File: src/rtl/ep_st_pkg.sv
package ep_st_pkg;

  localparam int NCMD   = 6;
  localparam int STW    = 9;
  localparam int REG_AW = 4;

  localparam logic [REG_AW-1:0] RA_SCRATCH  = 4'd0;
  localparam logic [REG_AW-1:0] RA_CMD      = 4'd1;
  localparam logic [REG_AW-1:0] RA_STATUS   = 4'd2;
  localparam logic [REG_AW-1:0] RA_SRC      = 4'd3;
  localparam logic [REG_AW-1:0] RA_DST      = 4'd4;
  localparam logic [REG_AW-1:0] RA_SIZE     = 4'd5;
  localparam logic [REG_AW-1:0] RA_IRQ_KIND = 4'd6;
  localparam logic [REG_AW-1:0] RA_IRQ_NUM  = 4'd7;
  localparam logic [REG_AW-1:0] RA_SUM      = 4'd8;

  localparam logic [STW-1:0] M_RD_OK   = 9'h001;
  localparam logic [STW-1:0] M_RD_FAIL = 9'h002;
  localparam logic [STW-1:0] M_WR_OK   = 9'h004;
  localparam logic [STW-1:0] M_WR_FAIL = 9'h008;
  localparam logic [STW-1:0] M_CP_OK   = 9'h010;
  localparam logic [STW-1:0] M_CP_FAIL = 9'h020;
  localparam logic [STW-1:0] M_IRQ     = 9'h040;
  localparam logic [STW-1:0] M_SRC_BAD = 9'h080;
  localparam logic [STW-1:0] M_DST_BAD = 9'h100;

  // Operation code equals the command bit position that selects it.
  typedef enum logic [2:0] {
    OP_LEGACY = 3'd0,
    OP_MSI    = 3'd1,
    OP_MSIX   = 3'd2,
    OP_READ   = 3'd3,
    OP_WRITE  = 3'd4,
    OP_COPY   = 3'd5
  } op_e;

  typedef enum logic [2:0] {
    S_IDLE  = 3'd0,
    S_CHECK = 3'd1,
    S_RD    = 3'd2,
    S_WR    = 3'd3,
    S_DONE  = 3'd4
  } mv_state_e;

  // Lowest set command bit wins.
  function automatic op_e pick_op(input logic [NCMD-1:0] c);
    op_e r;
    r = OP_LEGACY;
    for (int i = NCMD - 1; i >= 0; i--) begin
      if (c[i]) r = op_e'(i[2:0]);
    end
    return r;
  endfunction

  function automatic logic is_data_op(input op_e op);
    return (op == OP_READ) || (op == OP_WRITE) || (op == OP_COPY);
  endfunction

  function automatic logic uses_src(input op_e op);
    return (op == OP_READ) || (op == OP_COPY);
  endfunction

  function automatic logic uses_dst(input op_e op);
    return (op == OP_WRITE) || (op == OP_COPY);
  endfunction

  function automatic logic [STW-1:0] ok_mask(input op_e op);
    case (op)
      OP_READ:  return M_RD_OK;
      OP_WRITE: return M_WR_OK;
      OP_COPY:  return M_CP_OK;
      default:  return '0;
    endcase
  endfunction

  function automatic logic [STW-1:0] fail_mask(input op_e op);
    case (op)
      OP_READ:  return M_RD_FAIL;
      OP_WRITE: return M_WR_FAIL;
      OP_COPY:  return M_CP_FAIL;
      default:  return '0;
    endcase
  endfunction

endpackage

File: src/rtl/ep_st_addr_chk.sv
module ep_st_addr_chk #(
  parameter int AW = 32,
  parameter int CNT_W = 16,
  parameter int LSB = 2,
  parameter logic [AW-1:0] WIN_BASE = 'h1000,
  parameter logic [AW-1:0] WIN_LIMIT = 'h2000
) (
  input  logic [AW-1:0]    addr,
  input  logic [CNT_W-1:0] words,
  output logic             ok
);
  localparam int EW = AW + CNT_W + LSB + 1;

  function automatic logic [EW-1:0] buf_end(input logic [AW-1:0] a,
                                             input logic [CNT_W-1:0] n);
    return EW'(a) + (EW'(n) << LSB);
  endfunction

  logic aligned, start_in, end_in;

  assign aligned  = (addr[LSB-1:0] == '0);
  assign start_in = (addr >= WIN_BASE) && (addr < WIN_LIMIT);
  assign end_in   = buf_end(addr, words) <= EW'(WIN_LIMIT);
  assign ok       = aligned && start_in && end_in;

endmodule

File: src/rtl/ep_st_regs.sv
module ep_st_regs
  import ep_st_pkg::*;
#(
  parameter int DW = 32,
  parameter int AW = 32,
  parameter int CNT_W = 16,
  parameter int NUMW = 12
) (
  input  logic              clk,
  input  logic              rst_n,
  input  logic              reg_wr,
  input  logic [REG_AW-1:0] reg_addr,
  input  logic [DW-1:0]     reg_wdata,
  output logic [DW-1:0]     reg_rdata,
  input  logic              eng_idle,
  input  logic              done_evt,
  input  logic [STW-1:0]    done_set,
  input  logic [DW-1:0]     sum_val,
  output logic              start,
  output op_e               start_op,
  output logic [AW-1:0]     src,
  output logic [AW-1:0]     dst,
  output logic [CNT_W-1:0]  size,
  output logic [1:0]        irq_type,
  output logic [NUMW-1:0]   irq_number,
  output logic [DW-1:0]     scratch,
  output logic [STW-1:0]    status
);
  logic [NCMD-1:0] cmd_q;
  logic            cmd_take;
  logic [STW-1:0]  clr_mask, set_mask;

  function automatic logic hit(input logic wr, input logic [REG_AW-1:0] a,
                               input logic [REG_AW-1:0] target);
    return wr && (a == target);
  endfunction

  // A command is taken only when nothing is pending and the engine is idle.
  assign cmd_take = hit(reg_wr, reg_addr, RA_CMD) && eng_idle && (cmd_q == '0);
  assign start    = eng_idle && (cmd_q != '0);
  assign start_op = pick_op(cmd_q);

  assign clr_mask = hit(reg_wr, reg_addr, RA_STATUS) ? reg_wdata[STW-1:0] : '0;
  assign set_mask = done_evt ? done_set : '0;

  always_ff @(posedge clk) begin
    if (!rst_n) begin
      cmd_q      <= '0;
      scratch    <= '0;
      src        <= '0;
      dst        <= '0;
      size       <= '0;
      irq_type   <= '0;
      irq_number <= '0;
      status     <= '0;
    end else begin
      if (hit(reg_wr, reg_addr, RA_SCRATCH))  scratch    <= reg_wdata;
      if (hit(reg_wr, reg_addr, RA_SRC))      src        <= reg_wdata[AW-1:0];
      if (hit(reg_wr, reg_addr, RA_DST))      dst        <= reg_wdata[AW-1:0];
      if (hit(reg_wr, reg_addr, RA_SIZE))     size       <= reg_wdata[CNT_W-1:0];
      if (hit(reg_wr, reg_addr, RA_IRQ_KIND)) irq_type   <= reg_wdata[1:0];
      if (hit(reg_wr, reg_addr, RA_IRQ_NUM))  irq_number <= reg_wdata[NUMW-1:0];
      if (start)         cmd_q <= '0;
      else if (cmd_take) cmd_q <= reg_wdata[NCMD-1:0];
      // Set wins over a clear in the same cycle.
      status <= (status & ~clr_mask) | set_mask;
    end
  end

  always_comb begin
    reg_rdata = '0;
    case (reg_addr)
      RA_SCRATCH:  reg_rdata = scratch;
      RA_CMD:      reg_rdata[NCMD-1:0] = cmd_q;
      RA_STATUS:   reg_rdata[STW-1:0] = status;
      RA_SRC:      reg_rdata[AW-1:0] = src;
      RA_DST:      reg_rdata[AW-1:0] = dst;
      RA_SIZE:     reg_rdata[CNT_W-1:0] = size;
      RA_IRQ_KIND: reg_rdata[1:0] = irq_type;
      RA_IRQ_NUM:  reg_rdata[NUMW-1:0] = irq_number;
      RA_SUM:      reg_rdata = sum_val;
      default:     reg_rdata = '0;
    endcase
  end

endmodule

File: src/rtl/ep_st_mover.sv
module ep_st_mover
  import ep_st_pkg::*;
#(
  parameter int DW = 32,
  parameter int AW = 32,
  parameter int CNT_W = 16,
  parameter int NUMW = 12,
  parameter int LSB = 2
) (
  input  logic             clk,
  input  logic             rst_n,
  input  logic             start,
  input  op_e              start_op,
  input  logic [AW-1:0]    src,
  input  logic [AW-1:0]    dst,
  input  logic [CNT_W-1:0] size,
  input  logic [DW-1:0]    seed,
  input  logic [1:0]       irq_type,
  input  logic [NUMW-1:0]  irq_number,
  output logic [AW-1:0]    lat_src,
  output logic [AW-1:0]    lat_dst,
  output logic [CNT_W-1:0] lat_size,
  input  logic             src_ok,
  input  logic             dst_ok,
  output logic             mem_req,
  output logic             mem_we,
  output logic [AW-1:0]    mem_addr,
  output logic [DW-1:0]    mem_wdata,
  input  logic             mem_gnt,
  input  logic [DW-1:0]    mem_rdata,
  input  logic             mem_err,
  output logic             idle,
  output logic             done_evt,
  output logic [STW-1:0]   done_set,
  output logic [DW-1:0]    sum,
  output logic             irq_req,
  output logic [1:0]       irq_kind,
  output logic [NUMW-1:0]  irq_num
);
  mv_state_e        state;
  op_e              op_q;
  logic [AW-1:0]    src_q, dst_q;
  logic [CNT_W-1:0] size_q, cnt_q;
  logic [DW-1:0]    seed_q, data_q, sum_q;
  logic [STW-1:0]   set_q;
  logic [1:0]       kind_q;
  logic [NUMW-1:0]  num_q;
  logic [2:0]       op_bits;

  logic bad_s, bad_d, last_word, in_rd, in_wr;

  function automatic logic [AW-1:0] word_addr(input logic [AW-1:0] base,
                                               input logic [CNT_W-1:0] idx);
    return base + (AW'(idx) << LSB);
  endfunction

  function automatic logic [DW-1:0] pattern(input logic [DW-1:0] s,
                                             input logic [CNT_W-1:0] idx);
    return s + DW'(idx);
  endfunction

  assign op_bits   = start_op;
  assign bad_s     = uses_src(op_q) && !src_ok;
  assign bad_d     = uses_dst(op_q) && !dst_ok;
  assign last_word = (cnt_q == size_q - CNT_W'(1));
  assign in_rd     = (state == S_RD);
  assign in_wr     = (state == S_WR);

  assign lat_src  = src_q;
  assign lat_dst  = dst_q;
  assign lat_size = size_q;

  assign mem_req   = in_rd || in_wr;
  assign mem_we    = in_wr;
  assign mem_addr  = in_rd ? word_addr(src_q, cnt_q) : word_addr(dst_q, cnt_q);
  assign mem_wdata = (op_q == OP_COPY) ? data_q : pattern(seed_q, cnt_q);

  assign idle     = (state == S_IDLE);
  assign done_evt = (state == S_DONE);
  assign irq_req  = done_evt;
  assign done_set = set_q;
  assign sum      = sum_q;
  assign irq_kind = kind_q;
  assign irq_num  = num_q;

  always_ff @(posedge clk) begin
    if (!rst_n) begin
      state  <= S_IDLE;
      op_q   <= OP_LEGACY;
      src_q  <= '0;
      dst_q  <= '0;
      size_q <= '0;
      cnt_q  <= '0;
      seed_q <= '0;
      data_q <= '0;
      sum_q  <= '0;
      set_q  <= '0;
      kind_q <= '0;
      num_q  <= '0;
    end else begin
      case (state)
        S_IDLE: begin
          if (start) begin
            op_q   <= start_op;
            src_q  <= src;
            dst_q  <= dst;
            size_q <= size;
            seed_q <= seed;
            num_q  <= irq_number;
            cnt_q  <= '0;
            if (is_data_op(start_op)) begin
              kind_q <= irq_type;
              sum_q  <= '0;
              set_q  <= '0;
              state  <= S_CHECK;
            end else begin
              kind_q <= op_bits[1:0];
              set_q  <= M_IRQ;
              state  <= S_DONE;
            end
          end
        end
        S_CHECK: begin
          if (bad_s || bad_d) begin
            set_q <= fail_mask(op_q) | M_IRQ | (bad_s ? M_SRC_BAD : '0)
                     | (bad_d ? M_DST_BAD : '0);
            state <= S_DONE;
          end else if (size_q == '0) begin
            set_q <= ok_mask(op_q) | M_IRQ;
            state <= S_DONE;
          end else begin
            state <= uses_src(op_q) ? S_RD : S_WR;
          end
        end
        S_RD: begin
          if (mem_gnt) begin
            if (mem_err) begin
              set_q <= fail_mask(op_q) | M_IRQ;
              state <= S_DONE;
            end else begin
              data_q <= mem_rdata;
              if (op_q == OP_READ) begin
                sum_q <= sum_q + mem_rdata;
                cnt_q <= cnt_q + CNT_W'(1);
                if (last_word) begin
                  set_q <= ok_mask(op_q) | M_IRQ;
                  state <= S_DONE;
                end
              end else begin
                state <= S_WR;
              end
            end
          end
        end
        S_WR: begin
          if (mem_gnt) begin
            if (mem_err) begin
              set_q <= fail_mask(op_q) | M_IRQ;
              state <= S_DONE;
            end else begin
              cnt_q <= cnt_q + CNT_W'(1);
              if (last_word) begin
                set_q <= ok_mask(op_q) | M_IRQ;
                state <= S_DONE;
              end else if (op_q == OP_COPY) begin
                state <= S_RD;
              end
            end
          end
        end
        S_DONE:  state <= S_IDLE;
        default: state <= S_IDLE;
      endcase
    end
  end

endmodule

File: src/rtl/ep_selftest_engine.sv
module ep_selftest_engine
  import ep_st_pkg::*;
#(
  parameter int DW = 32,
  parameter int AW = 32,
  parameter int CNT_W = 16,
  parameter int NUMW = 12,
  parameter logic [AW-1:0] WIN_BASE = 'h1000,
  parameter logic [AW-1:0] WIN_LIMIT = 'h2000
) (
  input  logic              clk,
  input  logic              rst_n,
  input  logic              reg_wr,
  input  logic [REG_AW-1:0] reg_addr,
  input  logic [DW-1:0]     reg_wdata,
  output logic [DW-1:0]     reg_rdata,
  output logic              mem_req,
  output logic              mem_we,
  output logic [AW-1:0]     mem_addr,
  output logic [DW-1:0]     mem_wdata,
  input  logic              mem_gnt,
  input  logic [DW-1:0]     mem_rdata,
  input  logic              mem_err,
  output logic              irq_req,
  output logic [1:0]        irq_kind,
  output logic [NUMW-1:0]   irq_num
);
  localparam int LSB = $clog2(DW / 8);
  localparam int NCHK = 2;

  // Named internal events, observed by the bound checker.
  logic             eng_idle;
  logic             start_evt;
  logic             done_evt;
  logic [STW-1:0]   done_set;
  logic [STW-1:0]   status_w;
  op_e              start_op;
  logic [AW-1:0]    src_w, dst_w, lat_src, lat_dst;
  logic [CNT_W-1:0] size_w, lat_size;
  logic [1:0]       irq_type_w;
  logic [NUMW-1:0]  irq_number_w;
  logic [DW-1:0]    scratch_w, sum_w;
  logic [AW-1:0]    chk_addr [NCHK];
  logic [NCHK-1:0]  chk_ok;

  ep_st_regs #(.DW(DW), .AW(AW), .CNT_W(CNT_W), .NUMW(NUMW)) u_regs (
    .clk        (clk),
    .rst_n      (rst_n),
    .reg_wr     (reg_wr),
    .reg_addr   (reg_addr),
    .reg_wdata  (reg_wdata),
    .reg_rdata  (reg_rdata),
    .eng_idle   (eng_idle),
    .done_evt   (done_evt),
    .done_set   (done_set),
    .sum_val    (sum_w),
    .start      (start_evt),
    .start_op   (start_op),
    .src        (src_w),
    .dst        (dst_w),
    .size       (size_w),
    .irq_type   (irq_type_w),
    .irq_number (irq_number_w),
    .scratch    (scratch_w),
    .status     (status_w)
  );

  assign chk_addr[0] = lat_src;
  assign chk_addr[1] = lat_dst;

  for (genvar g = 0; g < NCHK; g++) begin : g_chk
    ep_st_addr_chk #(
      .AW(AW), .CNT_W(CNT_W), .LSB(LSB),
      .WIN_BASE(WIN_BASE), .WIN_LIMIT(WIN_LIMIT)
    ) u_chk (
      .addr  (chk_addr[g]),
      .words (lat_size),
      .ok    (chk_ok[g])
    );
  end

  ep_st_mover #(.DW(DW), .AW(AW), .CNT_W(CNT_W), .NUMW(NUMW), .LSB(LSB)) u_mover (
    .clk        (clk),
    .rst_n      (rst_n),
    .start      (start_evt),
    .start_op   (start_op),
    .src        (src_w),
    .dst        (dst_w),
    .size       (size_w),
    .seed       (scratch_w),
    .irq_type   (irq_type_w),
    .irq_number (irq_number_w),
    .lat_src    (lat_src),
    .lat_dst    (lat_dst),
    .lat_size   (lat_size),
    .src_ok     (chk_ok[0]),
    .dst_ok     (chk_ok[1]),
    .mem_req    (mem_req),
    .mem_we     (mem_we),
    .mem_addr   (mem_addr),
    .mem_wdata  (mem_wdata),
    .mem_gnt    (mem_gnt),
    .mem_rdata  (mem_rdata),
    .mem_err    (mem_err),
    .idle       (eng_idle),
    .done_evt   (done_evt),
    .done_set   (done_set),
    .sum        (sum_w),
    .irq_req    (irq_req),
    .irq_kind   (irq_kind),
    .irq_num    (irq_num)
  );

endmodule

File: config.mk
export PLATFORM = sky130hd
export DESIGN_NAME = ep_selftest_engine
export DESIGN_NICKNAME = d
export VERILOG_FILES = /design/src/rtl/ep_st_pkg.sv /design/src/rtl/ep_st_addr_chk.sv /design/src/rtl/ep_st_regs.sv /design/src/rtl/ep_st_mover.sv /design/src/rtl/ep_selftest_engine.sv
export SDC_FILE = /design/constraint.sdc
export NUM_CORES = 1
export LEC_CHECK = 0
export ABC_CLOCK_PERIOD_IN_PS = 13800
export BUFFER_PORTS_ARGS = -buffer_cell sky130_fd_sc_hd__buf_2
export CAP_MARGIN = 20
export CORE_ASPECT_RATIO = 0.7
export CORE_MARGIN = 8
export CORE_UTILIZATION = 66
export DETAILED_ROUTE_END_ITERATION = 10
export GPL_TIMING_DRIVEN = 1
export PLACE_DENSITY = 0.89
export SYNTH_ARGS = -nofsm -noshare
export SYNTH_HDL_FRONTEND = slang
export SYNTH_HIERARCHICAL = 1
export SYNTH_SLANG_ARGS = --single-unit
File: constraint.sdc
create_clock -name clk -period 13.8 [get_ports clk]
set_clock_uncertainty 0.15 [all_clocks]
set_input_delay 2.76 -clock clk [delete_from_list [all_inputs] [get_ports clk]]
set_output_delay 2.76 -clock clk [all_outputs]
set_load 0.01 [all_outputs]
==> run_results.csv, run 1 <==
group,metric,value,unit
synthesis,synth_xor_area_frac,0.04816,
worst_setup_path,path_cells,"nand2b_1 -> inv_1 -> nand2_1 -> buf_4 -> nand2_1 -> nand2_1 -> ha_1 -> fa_1 -> a21oi_1 -> o21ai_0 -> a21oi_1 -> o21bai_1 -> a21oi_1 -> o311ai_0 -> a22o_1 -> nand3_1 -> xor2_1 -> buf_2",
global_route,grt_usage,0.3936,
global_route,antenna_found_initial,4,
timing,slew_headroom,0.2950,
worst_setup_path,r2r_slack,8.63,ns
synthesis,synth-compound-area-share,0.2521,
hold_path,hold_path.startpoint,"u_mover/irq_num[1]",
timing,finalCritPeriodShare,0.6238,
hold_path,worstHoldPathCells,2,
placement,gp_congestion,1.026,
timing,rsz0062_at_grt,"no",
timing,hold_viol,0,
timing,tightest_slew,1.058,ns
synthesis,syn_nets,3017,
worst_setup_path,crit_type,"flop to primary output",
synthesis,ys_warn_count,6,
synthesis,synth_top_cells_by_count,"774 x nand2_1, 362 x dfxtp_1, 229 x a21boi_0",
cells_and_area,nNetsFinal,3105,
synthesis,synth_seq_cells,362,
worst_setup_path,cp_slowest_cell,"o311ai_0",
clock_tree,clk_pin_slew,0.07,ns
outcome,status,"finished clean",
drt,vias_per_cell,6.708,
synthesis,synth_mux_area_frac,0.03434,
synthesis,synth-edff-count,0,
hold_path,hold_class,"flop to flop",
power_and_ir_drop,vdd_drop_max,104.9,µV
timing,period_needed,8.609,ns
global_route,overflow,0,
drt,first_pass_iters,8,
floorplan,start_util,0.6666,
timing,fin_setup_tns,0,ns
hold_path,hold_end,"u_mover/irq_num[1]",
drt,wirelength,83650,µm
synthesis,synthArstFlopShare,0,
cells_and_area,syn2layout_area_growth,9.971,%
timing,setup_viol,0,
floorplan,io_pins,186,
worst_setup_path,critPathCaptureType,"primary output",
floorplan,core_area,33280,µm²
synthesis,synth_area_leaders,"dfxtp_1 33%, nand2_1 13%, a21boi_0 7.7%",
timing,slew_violations,0,
worst_setup_path,timing.rr.start,"u_mover/lat_size[3]",
clock_tree,cts_tree,"done",
synthesis,synth_top_cell_by_area,"dfxtp_1",
floorplan,die_h,169.4,µm
synthesis,synth_top_area_share,0.3266,
global_route,grt_pass1_vias,20860,
clock_tree,cts_resized,0,
flow_run,maxCapViolCount,0,
synthesis,synth_top_family_by_area,"compound AO/OA/AOI/OAI gates",
clock_tree,postCtsHoldBufs,0,
synthesis,synthAdderAreaFrac,0.05978,
worst_setup_path,cp.arrival,5.70,ns
worst_setup_path,r2r_cells,16,
synthesis,avgSynthCellArea,7.809,µm²
worst_setup_path,r2r_end,"u_mover/done_set[5]",
power_and_ir_drop,power_frac_seq,0.455,
global_route,grt_max_degree,143,
power_and_ir_drop,internal_power,1735,µW
timing,fin_hold_ws,0.3165,ns
timing,max_clock_freq,0.1162,GHz
clock_tree,cts_inserted_buffers,37,
worst_setup_path,critPathLaunchType,"flop",
floorplan,fp.dieW,235.1,µm
power_and_ir_drop,clockPowerShare,0.447,
drt,drc,0,
cells_and_area,fillers,2598,
power_and_ir_drop,power_leakage,0.009650,µW
drt,wire_per_inst,24.66,µm
clock_tree,cts.sinks,362,
cells_and_area,fin_util,0.7331,
synthesis,ys_dominant_reg_cell,"dfxtp_1",
power_and_ir_drop,switchingPower,618.9,µW
placement,dp_hpwl,62890,µm
drt,postRouteAntennaNets,0,
clock_tree,cts-root-buf,"clkbuf_16",
worst_setup_path,cp.required,10.89,ns
synthesis,seq_area_frac_synth,0.3266,
drt,drt_iter0_markers,3633,
global_route,grt_pass1_wl,123400,µm
clock_tree,cts_setup_buffers,0,
synthesis,ys_types,105,
clock_tree,clk_latency,0.54,ns
worst_setup_path,critPathMaxFanout,28,
drt,vias,22760,
cells_and_area,drive_above_1_share,0.1154,
power_and_ir_drop,swShare,0.2629,
floorplan,dieArea,39830,µm²
synthesis,yosysMostFrequentCell,"nand2_1",
synthesis,synthCells,2841,
clock_tree,cts-htree-levels,2,
floorplan,row_count,56,
synthesis,synth_simple_gate_area_frac,0.2371,
synthesis,synth_area,22190,µm²
power_and_ir_drop,combPwrFrac,0.097,
clock_tree,clk_path_buf_depth,3,
placement,numPortBuffers,185,
worst_setup_path,cp_slowest_stage_delay,0.86,ns
power_and_ir_drop,p_per_area,96.49,nW/µm²
layout by cell type (no fill, tap or decap), types with 19 or more instances in the layout:
cell / instances
o22ai_1: 19
nand2_1: 773
dfxtp_1: 362
mux2i_1: 60
a22oi_1: 26
a21o_1: 29
xor2_1: 76
inv_1: 45
a21boi_1: 67
nand4_1: 20
buf_4: 24
nand2b_1: 24
nor2_1: 119
a21oi_1: 115
ha_1: 98
and2_1: 20
buf_2: 184
nand3_1: 49
nor2b_1: 49
a21boi_0: 229
o21ai_0: 108
xnor2_1: 46
nor3_1: 30
clkbuf_16: 39
cell type report:
type / count / area [µm²] / area share
clock buffers: 50 / 1077 / 0.04415
flip-flops and latches: 362 / 7247 / 0.2970
repair buffers: 210 / 1140 / 0.04672
diodes: 1 / 2.502 / 0.0001026
well taps: 435 / 544.3 / 0.02231
inverters: 45 / 168.9 / 0.006923
clock inverters: 16 / 183.9 / 0.007538
multi-input cells: 2273 / 14030 / 0.5752
how the worst max path moves through the flow:
stage	start	end	slack, ns	depth (start not counted)
after floorplan	u_mover/state[2]	mem_addr[25]	6.75	19
final	u_mover/state[2]	mem_addr[30]	5.19	18
after global placement	reg_addr[1]	reg_rdata[5]	5.93	6
after CTS	u_mover/state[2]	mem_addr[30]	5.41	18
after detailed placement	reg_addr[1]	reg_rdata[5]	5.85	6
after global routing	u_mover/state[2]	mem_addr[20]	4.95	18
per-stage QoR:
step / worst slack [ns] / instances / cell area (µm²) / power (µW)
3_3_place_gp: 5.929 / 3324 / 23110 / 1305
4_1_cts: 5.412 / 3390 / 24370 / 2338
3_5_place_dp: 5.849 / 3324 / 23110 / 1308
2_1_floorplan: 6.747 / 2841 / 22190 / 1238
6_report: 5.191 / 3392 / 24400 / 2354
5_1_grt: 4.952 / 3392 / 24400 / 2407
power groups by stage:
stage               combinational (µW)  clock, µW  sequential, µW
global route                       240       1090            1070
global placement                   211          0            1090
finish                             229       1050            1070
detailed placement                 215          0            1090
CTS                                217       1050            1070
floorplan                          152          0            1090
cell families (layout without fill, tap and decap cells):
kind of cell / after synthesis / after routing
and+or+nand+nor: 1192 / 1192
adders and majority gates: 103 / 103
other: 0 / 1
xor gates and xnor gates: 122 / 122
buffers and inverters: 206 / 321
DFF: 362 / 362
AOI/OAI and AO/OA: 784 / 784
muxes: 72 / 72
state kept, by name, summed over array words and instances, names as in the netlist, 32 cells and up:
signal           cells
u_mover/data_q      32
u_regs/scratch      32
u_regs/src          32
u_regs/dst          32
u_mover/sum         32
u_mover/lat_dst     32
u_mover/lat_src     32
u_mover/seed_q      32
per-layer routing:
metal | track usage | share of wire
met4 | 0.1142 | 0.032
met3 | 0.1488 | 0.16
met5 | 0.02058 | 0.0020
met2 | 0.5621 | 0.40
met1 | 0.5448 | 0.41
worst max-delay path: cells and delay by family (launching register included):
family,cells,cell delay (ns)
AOI/OAI and AO/OA,7,2.01
and+or+nand+nor,5,1.25
buffers and inverters,3,0.81
DFF,1,0.42
adders and majority gates,2,0.41
xor gates and xnor gates,1,0.27
(Power assumes the default switching activity.)
==> inputs of run 2 (changes only) <==
- ABC_CLOCK_PERIOD_IN_PS: 13800 -> 8500
- CORE_UTILIZATION: 66 -> 61
- PLACE_DENSITY: 0.89 -> 0.83
- clock period: 13.8 -> 8.5 ns (I/O delays scaled with it)
==> run 2 against run 1 <==
- largest cell class unchanged
- first-iteration DRC count decreased by 4.8%
- routed wire length increased by 2.2%
- sequential cell count unchanged
- register-to-register slack got worse by 5.6 ns
- critical path type unchanged
- power increased by 58%
- cell area decreased by 0.19%
- sequential share of layout area increased by 0.056 points
- non-clock buffer count decreased by 2
==> run_results.csv, run 2 (synthesis results as in run 1) <==
group,metric,value,unit
global_route,grt_pass1_wl,125900,µm
power_and_ir_drop,combPwrFrac,0.099,
global_route,grt_max_degree,160,
clock_tree,cts_resized,0,
floorplan,start_util,0.6189,
drt,vias_per_cell,6.584,
worst_setup_path,crit_type,"flop to primary output",
worst_setup_path,path_delay_family,"compound AO/OA/AOI/OAI gates",
power_and_ir_drop,internal_power,2741,µW
cells_and_area,fillers,3076,
power_and_ir_drop,clockPowerShare,0.435,
cells_and_area,instances_no_fill,3437,
floorplan,dieArea,42830,µm²
flow_run,maxCapViolCount,0,
power_and_ir_drop,swShare,0.2650,
worst_setup_path,timing.rr.start,"u_mover/lat_size[0]",
hold_path,hold_end,"u_mover/irq_num[0]",
timing,rsz0062_at_grt,"no",
worst_setup_path,path_cells,"nand2b_1 -> inv_1 -> nand2_1 -> buf_4 -> nand2_1 -> nand2_1 -> ha_1 -> a21oi_1 -> o21ai_0 -> a21oi_1 -> o21bai_1 -> a21oi_1 -> o311ai_0 -> buf_4 -> a22o_1 -> a211oi_1 -> o22ai_1 -> buf_2",
drt,drt_iter0_markers,3459,
cells_and_area,drive_above_1_share,0.1145,
worst_setup_path,worstSetupStartpoint,"u_mover/state[2]",
placement,gp_congestion,1.045,
cells_and_area,mostFrequentLayoutCells,"773 x nand2_1, 362 x dfxtp_1, 229 x a21boi_0",
placement,placed_cells,3368,
cells_and_area,nNetsFinal,3102,
timing,setup_viol,0,
drt,wirelength,85500,µm
timing,fin_setup_tns,0,ns
timing,slew_headroom,0.1741,
global_route,grt_usage,0.3759,
worst_setup_path,critPathLaunchType,"flop",
outcome,status,"finished clean",
clock_tree,postCtsHoldBufs,0,
timing,tightest_slew,1.234,ns
clock_tree,cts_inserted_buffers,36,
clock_tree,cts-root-buf,"clkbuf_16",
worst_setup_path,cp_num_buf_inv,4,
hold_path,hold_path.startpoint,"u_mover/irq_num[0]",
cells_and_area,syn2layout_area_growth,9.762,%
clock_tree,clk_latency,0.54,ns
worst_setup_path,cp_slowest_stage_delay,0.47,ns
floorplan,io_pins,186,
power_and_ir_drop,p_per_area,153.1,nW/µm²
clock_tree,clk_pin_slew,0.06,ns
drt,vias,22630,
timing,finalCritPeriodShare,0.7883,
worst_setup_path,cp_slowest_cell,"buf_4",
cells_and_area,fin_util,0.6793,
worst_setup_path,cp.required,6.65,ns
power_and_ir_drop,power_frac_seq,0.466,
placement,numPortBuffers,185,
clock_tree,clk_path_buf_depth,3,
global_route,antenna_found_initial,8,
floorplan,die_h,175.6,µm
worst_setup_path,r2r_end,"u_mover/done_set[1]",
drt,drc,0,
timing,hold_viol,0,
clock_tree,cts.sinks,362,
floorplan,core_area,35850,µm²
global_route,overflow,0,
timing,period_needed,6.700,ns
clock_tree,cts-htree-levels,2,
placement,dp_hpwl,64670,µm
power_and_ir_drop,power_leakage,0.009601,µW
worst_setup_path,critPathMaxFanout,39,
placement,post-place-ws,2.508,ns
floorplan,fp.dieW,243.9,µm
timing,setup_slack,1.800,ns
hold_path,hold_class,"flop to flop",
drt,first_pass_iters,7,
cells_and_area,layout_commonest_cell,"nand2_1",
worst_setup_path,cp.arrival,4.85,ns
power_and_ir_drop,switchingPower,988.1,µW
drt,postRouteAntennaNets,0,
power_and_ir_drop,vdd_drop_max,172.1,µV
clock_tree,cts_tree,"done",
worst_setup_path,r2r_slack,3.02,ns
worst_setup_path,critPathCaptureType,"primary output",
global_route,grt_pass1_vias,20550,
timing,max_clock_freq,0.1492,GHz
drt,wire_per_inst,24.88,µm
floorplan,row_count,58,
hold_path,worstHoldPathCells,2,
timing,slew_violations,0,
worst_setup_path,r2r_cells,17,
clock_tree,cts_setup_buffers,0,
## run 2: power groups by stage
stage	Clock [µW]	Combinational, µW	Sequential (µW)
CTS	1620	353	1740
global route	1690	388	1740
detailed placement	0	351	1770
finish	1620	370	1740
global placement	0	346	1770
floorplan	0	246	1760
## run 2: metrics by stage
step / total power [µW] / area (µm²) / hold slack [ns]
floorplan: 2011 / 22190 / 0.2910
detailed placement: 2126 / 23170 / 0.3052
global route: 3816 / 24350 / 0.3348
global placement: 2119 / 23170 / 0.3007
CTS: 3709 / 24340 / 0.3188
finish: 3729 / 24350 / 0.3150
## run 2: worst max path at each step
| stage | to | cells after the start |
|---|---|---|
| floorplan | mem_addr[25] | 19 |
| global placement | mem_addr[20] | 18 |
| detailed placement | mem_addr[20] | 18 |
| CTS | mem_addr[20] | 18 |
| global route | mem_addr[20] | 18 |
| finish | mem_addr[20] | 18 |
## run 2: metal layers
layer | vias to the layer above | wire length, µm | global-route usage | share of wire
met3 | 218 | 13070 | 0.1293 | 0.15
met4 | 12 | 2898 | 0.1207 | 0.034
met2 | 1588 | 33960 | 0.5224 | 0.40
met1 | 10700 | 35490 | 0.5358 | 0.42
met5 | - | 84 | 0 | 0.00098
li1 | 10110 | - | - | -
## run 2: layout make-up
type                            count  area (µm²)  area share
Tap cell                          480       600.6     0.02466
Timing Repair Buffer              208        1105     0.04537
Clock inverter                     19       195.2    0.008015
Sequential cell                   362        7247      0.2976
Inverter                           45       168.9    0.006936
Antenna cell                        4       10.01   0.0004110
Multi-Input combinational cell   2273       14050      0.5768
Clock buffer                       46       979.7     0.04023
## run 2: worst min-delay path: stages, from the launching register on
cell      delay, ns
dfxtp_1        0.30
nand2_1        0.05
a21boi_0       0.06
